**config.mk**
```make
export PLATFORM = sky130hd
export DESIGN_NAME = boot_vector_select
export DESIGN_NICKNAME = d
export VERILOG_FILES = /design/src/rtl/bvs_pkg.sv /design/src/rtl/bvs_sync.sv /design/src/rtl/bvs_store.sv /design/src/rtl/bvs_decide.sv /design/src/rtl/boot_vector_select.sv
export SDC_FILE = /design/constraint.sdc
export NUM_CORES = 1
export LEC_CHECK = 0
export BUFFER_PORTS_ARGS = -buffer_cell sky130_fd_sc_hd__buf_2
export CELL_PAD_IN_SITES_DETAIL_PLACEMENT = 0
export CELL_PAD_IN_SITES_GLOBAL_PLACEMENT = 1
export CORE_AREA = 5 5 65 67
export CTS_CLUSTER_SIZE = 25
export DETAILED_ROUTE_END_ITERATION = 10
export DIE_AREA = 0 0 70 72
export PLACE_DENSITY = 0.8
export SYNTH_ARGS = -nofsm -noshare
export SYNTH_HDL_FRONTEND = slang
export SYNTH_SLANG_ARGS = --single-unit
```
**constraint.sdc**
```tcl
create_clock -name clk -period 1 [get_ports clk]
set_input_delay 0.2 -clock clk [delete_from_list [all_inputs] [get_ports clk]]
set_output_delay 0.2 -clock clk [all_outputs]
set_load 0.05 [all_outputs]
```
**src/rtl/bvs_pkg.sv**
```systemverilog
package bvs_pkg;

    localparam int START_W = 16;
    localparam int VEC_W   = 8;
    localparam int PAD_W   = START_W - VEC_W;

    localparam logic SEL_JUMP = 1'b0;
    localparam logic SEL_VEC  = 1'b1;

    typedef enum logic [1:0] {
        MODE_APP     = 2'b00,
        MODE_ROMLDR  = 2'b01,
        MODE_USERLDR = 2'b10
    } boot_mode_e;

    typedef struct packed {
        boot_mode_e             mode;
        logic [START_W-1:0]     addr;
    } boot_choice_t;

    typedef struct packed {
        logic ext;
        logic strobe;
    } strap_t;

    function automatic boot_choice_t pick_boot(
        input strap_t             s,
        input logic               jump,
        input logic [VEC_W-1:0]   vec,
        input logic [START_W-1:0] rom_addr,
        input logic [VEC_W-1:0]   empty_vec
    );
        boot_choice_t r;
        if (s.ext && !s.strobe) begin
            r.mode = MODE_ROMLDR;
            r.addr = rom_addr;
        end else if (jump) begin
            r.mode = MODE_APP;
            r.addr = '0;
        end else if (vec == empty_vec) begin
            r.mode = MODE_ROMLDR;
            r.addr = rom_addr;
        end else begin
            r.mode = MODE_USERLDR;
            r.addr = {vec, {PAD_W{1'b0}}};
        end
        return r;
    endfunction

endpackage

```
**src/rtl/bvs_sync.sv**
```systemverilog
module bvs_sync #(
    parameter int              WIDTH  = 1,
    parameter int              STAGES = 2,
    parameter logic [WIDTH-1:0] INIT  = '0
) (
    input  logic             clk,
    input  logic             por,
    input  logic [WIDTH-1:0] d,
    output logic [WIDTH-1:0] q
);

    for (genvar i = 0; i < STAGES; i++) begin : g_stage
        logic [WIDTH-1:0] r;
        if (i == 0) begin : g_first
            always_ff @(posedge clk) begin
                if (por) r <= INIT;
                else     r <= d;
            end
        end else begin : g_next
            always_ff @(posedge clk) begin
                if (por) r <= INIT;
                else     r <= g_stage[i-1].r;
            end
        end
    end

    assign q = g_stage[STAGES-1].r;

endmodule

```
**src/rtl/bvs_store.sv**
```systemverilog
module bvs_store
    import bvs_pkg::*;
#(
    parameter logic             JUMP_INIT = 1'b1,
    parameter logic [VEC_W-1:0] VEC_INIT  = 8'hFC
) (
    input  logic             clk,
    input  logic             por,
    input  logic             we,
    input  logic             sel,
    input  logic [VEC_W-1:0] wdata,
    output logic             jump,
    output logic [VEC_W-1:0] vec
);

    always_ff @(posedge clk) begin
        if (por) begin
            jump <= JUMP_INIT;
            vec  <= VEC_INIT;
        end else if (we) begin
            if (sel == SEL_JUMP) jump <= wdata[0];
            else                 vec  <= wdata;
        end
    end


    vec_write_chk: assert property (@(posedge clk) disable iff (por)
        (we && sel == SEL_VEC) |=> (vec == $past(wdata)));


    jump_write_chk: assert property (@(posedge clk) disable iff (por)
        (we && sel == SEL_JUMP) |=> (jump == $past(wdata[0])));


    store_idle_chk: assert property (@(posedge clk) disable iff (por)
        !we |=> ($stable(vec) && $stable(jump)));

endmodule

```
**src/rtl/bvs_decide.sv**
```systemverilog
module bvs_decide
    import bvs_pkg::*;
#(
    parameter logic [START_W-1:0] ROM_ADDR  = 16'hF800,
    parameter logic [VEC_W-1:0]   EMPTY_VEC = 8'hFC
) (
    input  logic             clk,
    input  logic             por,
    input  logic             rst_s,
    input  strap_t           strap,
    input  logic             jump,
    input  logic [VEC_W-1:0] vec,
    output boot_choice_t     choice_q,
    output logic             start_valid,
    output logic             strobe_oe
);

    logic         rst_prev;
    logic         fall;
    boot_choice_t choice_d;

    always_ff @(posedge clk) begin
        if (por) rst_prev <= 1'b1;
        else     rst_prev <= rst_s;
    end

    assign fall = rst_prev & ~rst_s;

    always_comb choice_d = pick_boot(strap, jump, vec, ROM_ADDR, EMPTY_VEC);

    always_ff @(posedge clk) begin
        if (por) begin
            choice_q    <= '{mode: MODE_APP, addr: '0};
            start_valid <= 1'b0;
            strobe_oe   <= 1'b0;
        end else begin
            start_valid <= fall;
            if (fall) choice_q <= choice_d;
            if (rst_s)     strobe_oe <= 1'b0;
            else if (fall) strobe_oe <= 1'b1;
        end
    end


    valid_after_fall_chk: assert property (@(posedge clk) disable iff (por)
        fall |=> start_valid);


    valid_single_chk: assert property (@(posedge clk) disable iff (por)
        start_valid |=> !start_valid);


    strap_force_chk: assert property (@(posedge clk) disable iff (por)
        (fall && strap.ext && !strap.strobe) |=>
            (choice_q.mode == MODE_ROMLDR && choice_q.addr == ROM_ADDR));


    hold_chk: assert property (@(posedge clk) disable iff (por)
        !fall |=> ($stable(choice_q.mode) && $stable(choice_q.addr)));


    oe_off_chk: assert property (@(posedge clk) disable iff (por)
        rst_s |=> !strobe_oe);


    oe_on_chk: assert property (@(posedge clk) disable iff (por)
        start_valid |-> strobe_oe);


    user_addr_chk: assert property (@(posedge clk) disable iff (por)
        (choice_q.mode == MODE_USERLDR) |->
            (choice_q.addr[PAD_W-1:0] == '0 && choice_q.addr[START_W-1:PAD_W] != EMPTY_VEC));


    app_addr_chk: assert property (@(posedge clk) disable iff (por)
        (choice_q.mode == MODE_APP) |-> (choice_q.addr == '0));

endmodule

```
**src/rtl/boot_vector_select.sv**
```systemverilog
module boot_vector_select
    import bvs_pkg::*;
#(
    parameter logic [START_W-1:0] ROM_ADDR    = 16'hF800,
    parameter logic [VEC_W-1:0]   EMPTY_VEC   = 8'hFC,
    parameter logic               JUMP_INIT   = 1'b1,
    parameter int                 SYNC_STAGES = 2
) (
    input  logic               clk,
    input  logic               por,
    input  logic               rst_pin,
    input  logic               strap_ext_i,
    input  logic               strap_strobe_i,
    output logic               strobe_oe_o,
    input  logic               cfg_we,
    input  logic               cfg_sel,
    input  logic [VEC_W-1:0]   cfg_wdata,
    output logic [START_W-1:0] start_addr,
    output logic [1:0]         boot_mode,
    output logic               start_valid
);

    localparam int SYNC_W = 3;
    localparam logic [SYNC_W-1:0] SYNC_INIT = 3'b101;

    logic [SYNC_W-1:0] pins_raw;
    logic [SYNC_W-1:0] pins_s;
    strap_t            strap_s;
    logic              rst_s;
    logic              jump;
    logic [VEC_W-1:0]  vec;
    boot_choice_t      choice_q;

    assign pins_raw = {rst_pin, strap_ext_i, strap_strobe_i};

    bvs_sync #(
        .WIDTH  (SYNC_W),
        .STAGES (SYNC_STAGES),
        .INIT   (SYNC_INIT)
    ) u_sync (
        .clk (clk),
        .por (por),
        .d   (pins_raw),
        .q   (pins_s)
    );

    assign rst_s          = pins_s[2];
    assign strap_s.ext    = pins_s[1];
    assign strap_s.strobe = pins_s[0];

    bvs_store #(
        .JUMP_INIT (JUMP_INIT),
        .VEC_INIT  (EMPTY_VEC)
    ) u_store (
        .clk   (clk),
        .por   (por),
        .we    (cfg_we),
        .sel   (cfg_sel),
        .wdata (cfg_wdata),
        .jump  (jump),
        .vec   (vec)
    );

    bvs_decide #(
        .ROM_ADDR  (ROM_ADDR),
        .EMPTY_VEC (EMPTY_VEC)
    ) u_decide (
        .clk         (clk),
        .por         (por),
        .rst_s       (rst_s),
        .strap       (strap_s),
        .jump        (jump),
        .vec         (vec),
        .choice_q    (choice_q),
        .start_valid (start_valid),
        .strobe_oe   (strobe_oe_o)
    );

    assign start_addr = choice_q.addr;
    assign boot_mode  = choice_q.mode;


    mode_legal_chk: assert property (@(posedge clk) disable iff (por)
        boot_mode != 2'b11);

endmodule

```
=== Yosys cells after proc, flatten, opt, wreduce, memory -nomap -nowiden ===
Cells that the tools add are included.

* Flip-flop bits (word level): 36

* Eq/ne operators: 1
* Mux-type cells: 3
* Bitwise gates (word level): 3
* Reductions and logical operators: 5

{| class="wikitable"
|+ Operators with widths
! kind !! count
|-
| $mux W18 || 3
|-
| $eq A8 B8 Y1 const B || 1
|-
| $reduce_and A2 Y1 || 2
|-
| $not A1 Y1 || 2
|-
| $reduce_or A2 Y1 || 1
|-
| $and A1 B1 Y1 || 1
|-
| $logic_and A1 B1 Y1 || 1
|-
| $logic_not A1 Y1 || 1
|}

=== Longest topological paths before layout ===
Gate-level depths: netlist of run 1.

* Word-level depth: 4
* Depth in mapped cells: 4

=== By module ===
From an unflattened synthesis of run 1, not the netlist that was laid out.

* Cells, all modules: 112
* Area total of the unflattened synthesis: 1118.6 sq um

{| class="wikitable"
|+ By module, submodules not included
! module !! times used !! cells each !! area each (sq um) !! seq. area each (sq um)
|-
| bvs_decide || 1 || 65 || 598.1 || 260.2
|-
| bvs_store || 1 || 35 || 362.8 || 180.2
|-
| bvs_sync || 1 || 12 || 157.7 || 120.1
|}

=== Least setup slack after synthesis of run 1 ===
OpenSTA, ideal clock, no wires.

* Kind: register to register
* Start: register u_sync.g_stage[1].r[2], in the netlist u_sync.q[2]
* End: register, netlist name u_decide.choice_q[16]
* Setup time: 70 ps
* Data arrival time: 889 ps
* Data required time: 930 ps
* Path slack: 41 ps
* Cell stages (with the launch flop): 4
* Path buffers: 0
* Clock period less this slack: 959 ps
* Path through: dfxtp_1 -> nand4bb_2 -> a21boi_1 -> o2bb2ai_1

* Longest elaborated chain between the ends: 2

{| class="wikitable"
|+ Ends and longest elaborated chain
! element !! RTL line !! source
|-
| start: declaration || bvs_sync.sv:13 || <nowiki>logic [WIDTH-1:0] r;</nowiki>
|-
| start signal: assignment || bvs_sync.sv:22 || <nowiki>else r <= g_stage[i-1].r;</nowiki>
|-
| $not A1 Y1 || bvs_decide.sv:27 || <nowiki>assign fall = rst_prev & ~rst_s;</nowiki>
|-
| $and A1 B1 Y1 || bvs_decide.sv:27 ||
|}

No other way between the ends.
A chain may end at the register's enable or synchronous reset.

=== Final worst setup path of run 1 ===
* Start: register u_sync.g_stage[1].r[2], in the netlist u_sync.q[2]
* End: register, netlist name u_decide.choice_q[10]

* Longest elaborated chain between the ends: 2

{| class="wikitable"
|+ Ends and longest elaborated chain
! element !! RTL line
|-
| $not A1 Y1 || bvs_decide.sv:27
|-
| $and A1 B1 Y1 || bvs_decide.sv:27
|}

No other way between the ends.

==> results of run 1 <==
[final timing paths]
| check | startpoint | endpoint | slack (ns) | depth (start not counted) |
|---|---|---|---|---|
| hold reg to reg | u_sync.g_stage[0].r[0]$_SDFF_PP1_ | u_sync.q[0]$_SDFF_PP1_ | 0.43 | 1 |
| hold / removal | strap_strobe_i | u_sync.g_stage[0].r[0]$_SDFF_PP1_ | 0.04 | 2 |
| setup / recovery | u_sync.q[2]$_SDFF_PP1_ | u_decide.choice_q[10]$_SDFFE_PP0P_ | -0.06 | 4 |
| setup reg to reg | u_sync.q[2]$_SDFF_PP1_ | u_decide.choice_q[10]$_SDFFE_PP0P_ | -0.06 | 4 |
[metrics by stage]
stage / setup slack [ns] / cell area (sq um) / total power [uW] / std cells / TNS [ns]
after floorplan: 0.0407 / 1140 / 1430 / 119 / 0
after global placement: -0.0317 / 1330 / 1490 / 191 / -0.0678
after detailed placement: -0.108 / 1330 / 1500 / 191 / -0.704
after CTS: -0.0652 / 1550 / 2250 / 198 / -0.651
after global routing: -0.0976 / 1610 / 2320 / 200 / -1.48
final: -0.0624 / 1610 / 2240 / 200 / -0.528
[final cells by class]
cell class | count | area [sq um] | area share
Timing Repair Buffer | 43 | 385 | 0.240
Sequential cell | 28 | 584 | 0.364
Multi-Input combinational cell | 76 | 519 | 0.323
Clock inverter | 1 | 30.0 | 0.0187
Clock buffer | 3 | 22.5 | 0.0140
Inverter | 1 | 3.75 | 0.00234
Tap cell | 48 | 60.1 | 0.0374
[report_power, final]
part	switching, uW	internal [uW]
clock	321	405
combinational	188	133
sequential	29.7	1160
total	539	1700
[timing repair]
item                                    CTS  global route
hold buffers                              0             0
pin swaps                                 2             0
resized for setup                        53            10
setup buffers                             3             2
endpoints found under the setup margin   22            22
[worst max-delay path: cells and delay by family (launching register included)]
family,cells,cell delay [ns]
DFF,1,0.37
buffers and inverters,1,0.12
AOI/OAI and AO/OA,1,0.14
and+or+nand+nor,2,0.38
[cells in the final DEF (no fill, tap or decap), drive strengths merged]
| cell | synthesis | final |
|---|---|---|
| a31oi | 5 | 5 |
| a32oi | 2 | 2 |
| o21ai | 2 | 2 |
| nand2b | 2 | 2 |
| nand4b | 1 | 1 |
| nor2 | 5 | 5 |
| dfxtp | 28 | 28 |
| nand3 | 2 | 2 |
| o2bb2ai | 1 | 1 |
| a21oi | 2 | 2 |
| nand3b | 8 | 8 |
| nand2 | 9 | 9 |
| nor3b | 1 | 1 |
| conb | 1 | 8 |
| and2b | 1 | 1 |
| buf | 12 | 43 |
| bufinv | 0 | 1 |
| nand4bb | 1 | 1 |
| inv | 1 | 1 |
| a211o | 7 | 7 |
| nand4 | 1 | 1 |
| or2 | 5 | 5 |
| nor4 | 1 | 1 |
| a21boi | 1 | 1 |
| and3 | 6 | 6 |
| nor2b | 4 | 4 |
| clkbuf | 2 | 3 |
| nor3 | 1 | 1 |
[cell usage after synthesis, types with 4 or more instances]
cell type / count / area [sq um]
or2_2: 4 / 25.0
buf_4: 10 / 75.1
nand2_1: 9 / 33.8
nor2_1: 5 / 18.8
a31oi_1: 5 / 31.3
nand3b_1: 8 / 60.1
a211o_1: 7 / 61.3
nor2b_1: 4 / 25.0
dfxtp_1: 28 / 561
and3_1: 6 / 37.5
[cells by family after synthesis]
group | Yosys count | synth area share
DFF | 28 | 0.505
AOI/OAI and AO/OA | 20 | 0.132
buffers and inverters | 15 | 0.0867
other | 1 | 0.00338
and+or+nand+nor | 48 | 0.274
[sequential cells by signal (all words and copies together), names as in the netlist]
signal                cells
u_decide.choice_q        10
u_decide.rst_prev         1
u_decide.start_valid      1
u_decide.strobe_oe        1
u_store.jump              1
u_store.vec               8
u_sync.g_stage.r          3
u_sync.q                  3
[layer usage]
metal | part of all wire | vias up | wire length, um
met5 | 0 | - | 0
met4 | 0.018 | 0 | 42
met3 | 0.067 | 4 | 160
met2 | 0.45 | 41 | 1080
met1 | 0.46 | 412 | 1100
li1 | - | 458 | -
==> reports/qor.yml, run 1 <==
timing:
  slew_headroom: 0.655
  hold_violations: 0
  finalSetupViolCount: 17
  fin_crit_ns: 1.06
  holdWs_ns: 0.0425
  skew_ns: 0.00687
  timing_worst_slew_pin_value_ns: 0.517
  rsz0062_at_grt: "yes"
  period_share: 1.06
  setup_ws_ns: -0.0624
  fmax_ghz: 0.941
  slew_viol_final: 0
drt:
  wl_um: 2390
  num_vias: 915
  drtIter0Drc: 30
  drc: 0
  ant_nets: 0
  via_per_inst: 4.58
  wl_per_cell_um: 11.9
  drtPass1Iterations: 5
critical_path:
  start_kind: "flip-flop"
  crit_chain: "buf_6 -> nor3b_4 -> nand4b_1 -> o21ai_1"
  cp_max_fo: 5
  crit_slowest_cell: "dfxtp_2"
  critPathArrivalTime_ns: 1.32
  crit_required_ns: 1.26
  path_class: "flip-flop to flip-flop"
  end_kind: "flip-flop"
  cpPeakStageDelay_ns: 0.37
power_and_ir_drop:
  p_per_area_nw_per_um2: 1390
  leakage_uw: 0.000687
  peakVddDrop_mv: 0.441
floorplanning:
  chipHeight_um: 72
  core_sq_um: 3580
  initial_core_util: 0.310
  io_pins: 35
  die_area_sq_um: 5040
  die_w_um: 70
  row_count: 22
placement:
  port_buffers: 26
  hpwlAfterDp_um: 1740
  gp_congestion: 0.694
status:
  outcome: "finished with violations"
  violations: "negative setup slack"
clocking:
  cts.clk_slew.worst_paths_ns: 0.15
  clkLatencyLatePin_ns: 0.32
  htree_levels: 1
  cts_buffer_depth: 2
  cts.sinks: 28
  cts-buffers-inserted: 3
  cts_tree: "yes"
  cts-root-buf: "clkbuf_4"
grt:
  grt_util_met3: 0.0194
  overflow: 0
  met2_usage: 0.137
  grt_busiest_layer: "met2"
  grt_max_degree: 30
  grt_antenna_before_repair: 0
  grt_pass1_vias: 855
  grt_use_met1: 0.121
  grt_pass1_wl_um: 3770
  track_usage: 0.0902
yosys:
  synth.ff_latch_count: 28
  avgSynthCellArea_sq_um: 9.92
  synthCells: 112
  async_flop_share: 0
  synthFlopType: "dfxtp_1"
  ys_types: 29
  synth-seq-area-share: 0.505
  synth_warnings: 0
  synth_edf_count: 0
  syn_area_sq_um: 1110
cells_and_area:
  nets: 168
  drive_above_1_share: 0.507
  final_core_util: 0.449
  nFillCells: 344
  antennaDiodeCount: 0
  area_growth_pct: 44.5
job:
  drv_cap: 0
min_path:
  worstHoldPathType: "input pin to flip-flop"
Note: power is estimated with default switching activity, not from simulation.
==> run 2: changes to the inputs <==
Settings changed: SETUP_SLACK_MARGIN set to 0.3, SKIP_LAST_GASP set to 1.
==> reports/qor.yml, run 2 (synthesis results as in run 1) <==
critical_path:
  crit_chain: "buf_8"  # was buf_6 -> nor3b_4 -> nand4b_1 -> o21ai_1
  cp_top_family: "flip-flops"  # was simple AND/OR/NAND/NOR gates
  start_kind: "flip-flop"  # unchanged
  reg2reg_from: "u_sync.q[2]$_SDFF_PP1_"  # unchanged
  critPathArrivalTime_ns: 0.85  # was 1.32 ns
  worstSetupEndpoint: "start_addr[10]"  # was u_decide.choice_q[10]$_SDFFE_PP0P_
  crit_start: "u_decide.choice_q[10]$_SDFFE_PP0P_"  # was u_sync.q[2]$_SDFF_PP1_
  crit_required_ns: 0.80  # was 1.26 ns
  r2r_cells: 3  # was 4
  cp_max_fo: 2  # was 5
  reg2reg_to: "u_decide.choice_q[11]$_SDFFE_PP0P_"  # was u_decide.choice_q[10]$_SDFFE_PP0P_
  path_class: "flip-flop to output port"  # was flip-flop to flip-flop
  r2r_slack_ns: 0.03  # was -0.06 ns
  end_kind: "output port"  # was flip-flop
  crit_slowest_cell: "dfxtp_2"  # unchanged
  cpPeakStageDelay_ns: 0.38  # was 0.37 ns
  crit_buf_inv: 1  # unchanged
  path_depth: 1  # was 4
clocking:
  cts-buffers-inserted: 3  # unchanged
  cts_tree: "yes"  # unchanged
  ctsHoldBuffers: 0  # unchanged
  cts.clk_slew.worst_paths_ns: 0.14  # was 0.15 ns
  htree_levels: 1  # unchanged
  cts.sinks: 28  # unchanged
  cts-root-buf: "clkbuf_4"  # unchanged
  cts_buffer_depth: 2  # unchanged
  clkLatencyLatePin_ns: 0.32  # about the same
placement:
  post_dp_cell_area_sq_um: 1340  # was 1330 sq um
  port_buffers: 26  # unchanged
  hpwlAfterDp_um: 1720  # was 1740 um
  place_ws_ns: 0.0125  # was -0.108 ns
  gp_congestion: 0.707  # was 0.694
floorplanning:
  io_pins: 35  # unchanged
  die_area_sq_um: 5040  # unchanged
  initial_core_util: 0.310  # unchanged
  core_sq_um: 3580  # unchanged
  die_w_um: 70  # unchanged
  chipHeight_um: 72  # unchanged
  row_count: 22  # unchanged
cells_and_area:
  final_cell_mix: "dfxtp_2, buf_2, buf_8"  # was dfxtp_2, buf_4, buf_2, buf_8, dfxtp_1
  final_common_cell: "dfxtp_2"  # unchanged
  antennaDiodeCount: 0  # unchanged
  nets: 160  # was 168
  fin_area_sq_um: 1590  # was 1610 sq um
  nFillCells: 349  # was 344
  largest_reg_flops: 10  # unchanged
  drive_above_1_share: 0.576  # was 0.507
  largest-register: "u_decide.choice_q"  # unchanged
  area_growth_pct: 43.5  # was 44.5%
  reg_top3: "u_decide.choice_q: 10 flops, u_store.vec: 8 flops"  # unchanged
timing:
  slew_viol_final: 0  # unchanged
  rsz0062_at_grt: "yes"  # unchanged
  tns_ns: -0.451  # was -0.528 ns
  setup_ws_ns: -0.0538  # was -0.0624 ns
  fin_crit_ns: 1.05  # was 1.06 ns
  holdWs_ns: 0.0588  # was 0.0425 ns
  period_share: 1.05  # was 1.06
  finalSetupViolCount: 12  # was 17
  fmax_ghz: 0.949  # was 0.941 GHz
  hold_violations: 0  # unchanged
  skew_ns: 0.00286  # was 0.00687 ns
min_path:
  worstHoldPathType: "input pin to flip-flop"  # unchanged
job:
  drv_cap: 0  # unchanged
grt:
  track_usage: 0.0945  # was 0.0902
  grt_antenna_before_repair: 0  # unchanged
  grt_pass1_wl_um: 3930  # was 3770 um
  grt_pass1_vias: 847  # was 855
  overflow: 0  # unchanged
  grt_max_degree: 30  # unchanged
drt:
  via_per_inst: 4.59  # was 4.58
  drtIter0Drc: 26  # was 30
  ant_nets: 0  # unchanged
  wl_um: 2310  # was 2390 um
  num_vias: 881  # was 915
  drtPass1Iterations: 4  # was 5
  wl_per_cell_um: 12.0  # was 11.9 um
  drc: 0  # unchanged
power_and_ir_drop:
  peakVddDrop_mv: 0.484  # was 0.441 mV
  leakage_uw: 0.000653  # was 0.000687 uW
  p_per_area_nw_per_um2: 1250  # was 1390 nW/um^2
status:
  violations: "negative setup slack"  # unchanged
  outcome: "finished with violations"  # unchanged
==> run 2: final cells by class <==
type | count | area, sq um | area share
clock buffers | 4 | 26.3 | 0.0165
well taps | 48 | 60.1 | 0.0377
multi-input cells | 76 | 584 | 0.367
inverters | 1 | 3.75 | 0.00235
repair buffers | 35 | 318 | 0.199
flip-flops and latches | 28 | 602 | 0.378
==> run 2: repair_timing <==
action                     4_1_cts  5_1_grt
setup endpoints to repair       32       35
resized for setup               46       13
pin swaps                        7        4
setup buffers                    6        1
==> run 2: where the power goes <==
group          internal [uW]  total (uW)  switching (uW)
Combinational            136         321             185
Sequential              1160        1190            37.5
Clock                    156         473             317
Total                   1450        1990             539
==> run 2: per-stage QoR <==
| step | instances | utilization | total power, uW |
|---|---|---|---|
| 2_1_floorplan | 119 | - | 1480 |
| 3_3_place_gp | 181 | 0.376 | 1480 |
| 3_5_place_dp | 181 | 0.376 | 1500 |
| 4_1_cts | 191 | 0.434 | 1990 |
| 5_1_grt | 192 | 0.445 | 2080 |
| 6_report | 192 | 0.445 | 1990 |
==> run 2: worst min path at each step <==
stage                                           start                                 to  slack [ns]  cells after the start
finish                                        rst_pin  u_sync.g_stage[0].r[2]$_SDFF_PP1_        0.06                      2
global route                           strap_strobe_i  u_sync.g_stage[0].r[0]$_SDFF_PP1_        0.04                      2
CTS                                    strap_strobe_i  u_sync.g_stage[0].r[0]$_SDFF_PP1_        0.05                      2
detailed placement                     strap_strobe_i  u_sync.g_stage[0].r[0]$_SDFF_PP1_        0.40                      2
global placement    u_sync.g_stage[0].r[0]$_SDFF_PP1_             u_sync.q[0]$_SDFF_PP1_        0.39                      1
floorplan                              strap_strobe_i  u_sync.g_stage[0].r[0]$_SDFF_PP1_        0.31                      1
==> run 2: metal layers <==
metal,GRT usage,up-vias,wire length [um]
met1,0.122,405,1050
li1,-,444,-
met5,0,-,0
met2,0.158,30,1100
met3,0.0194,2,135
met4,0.0319,0,25
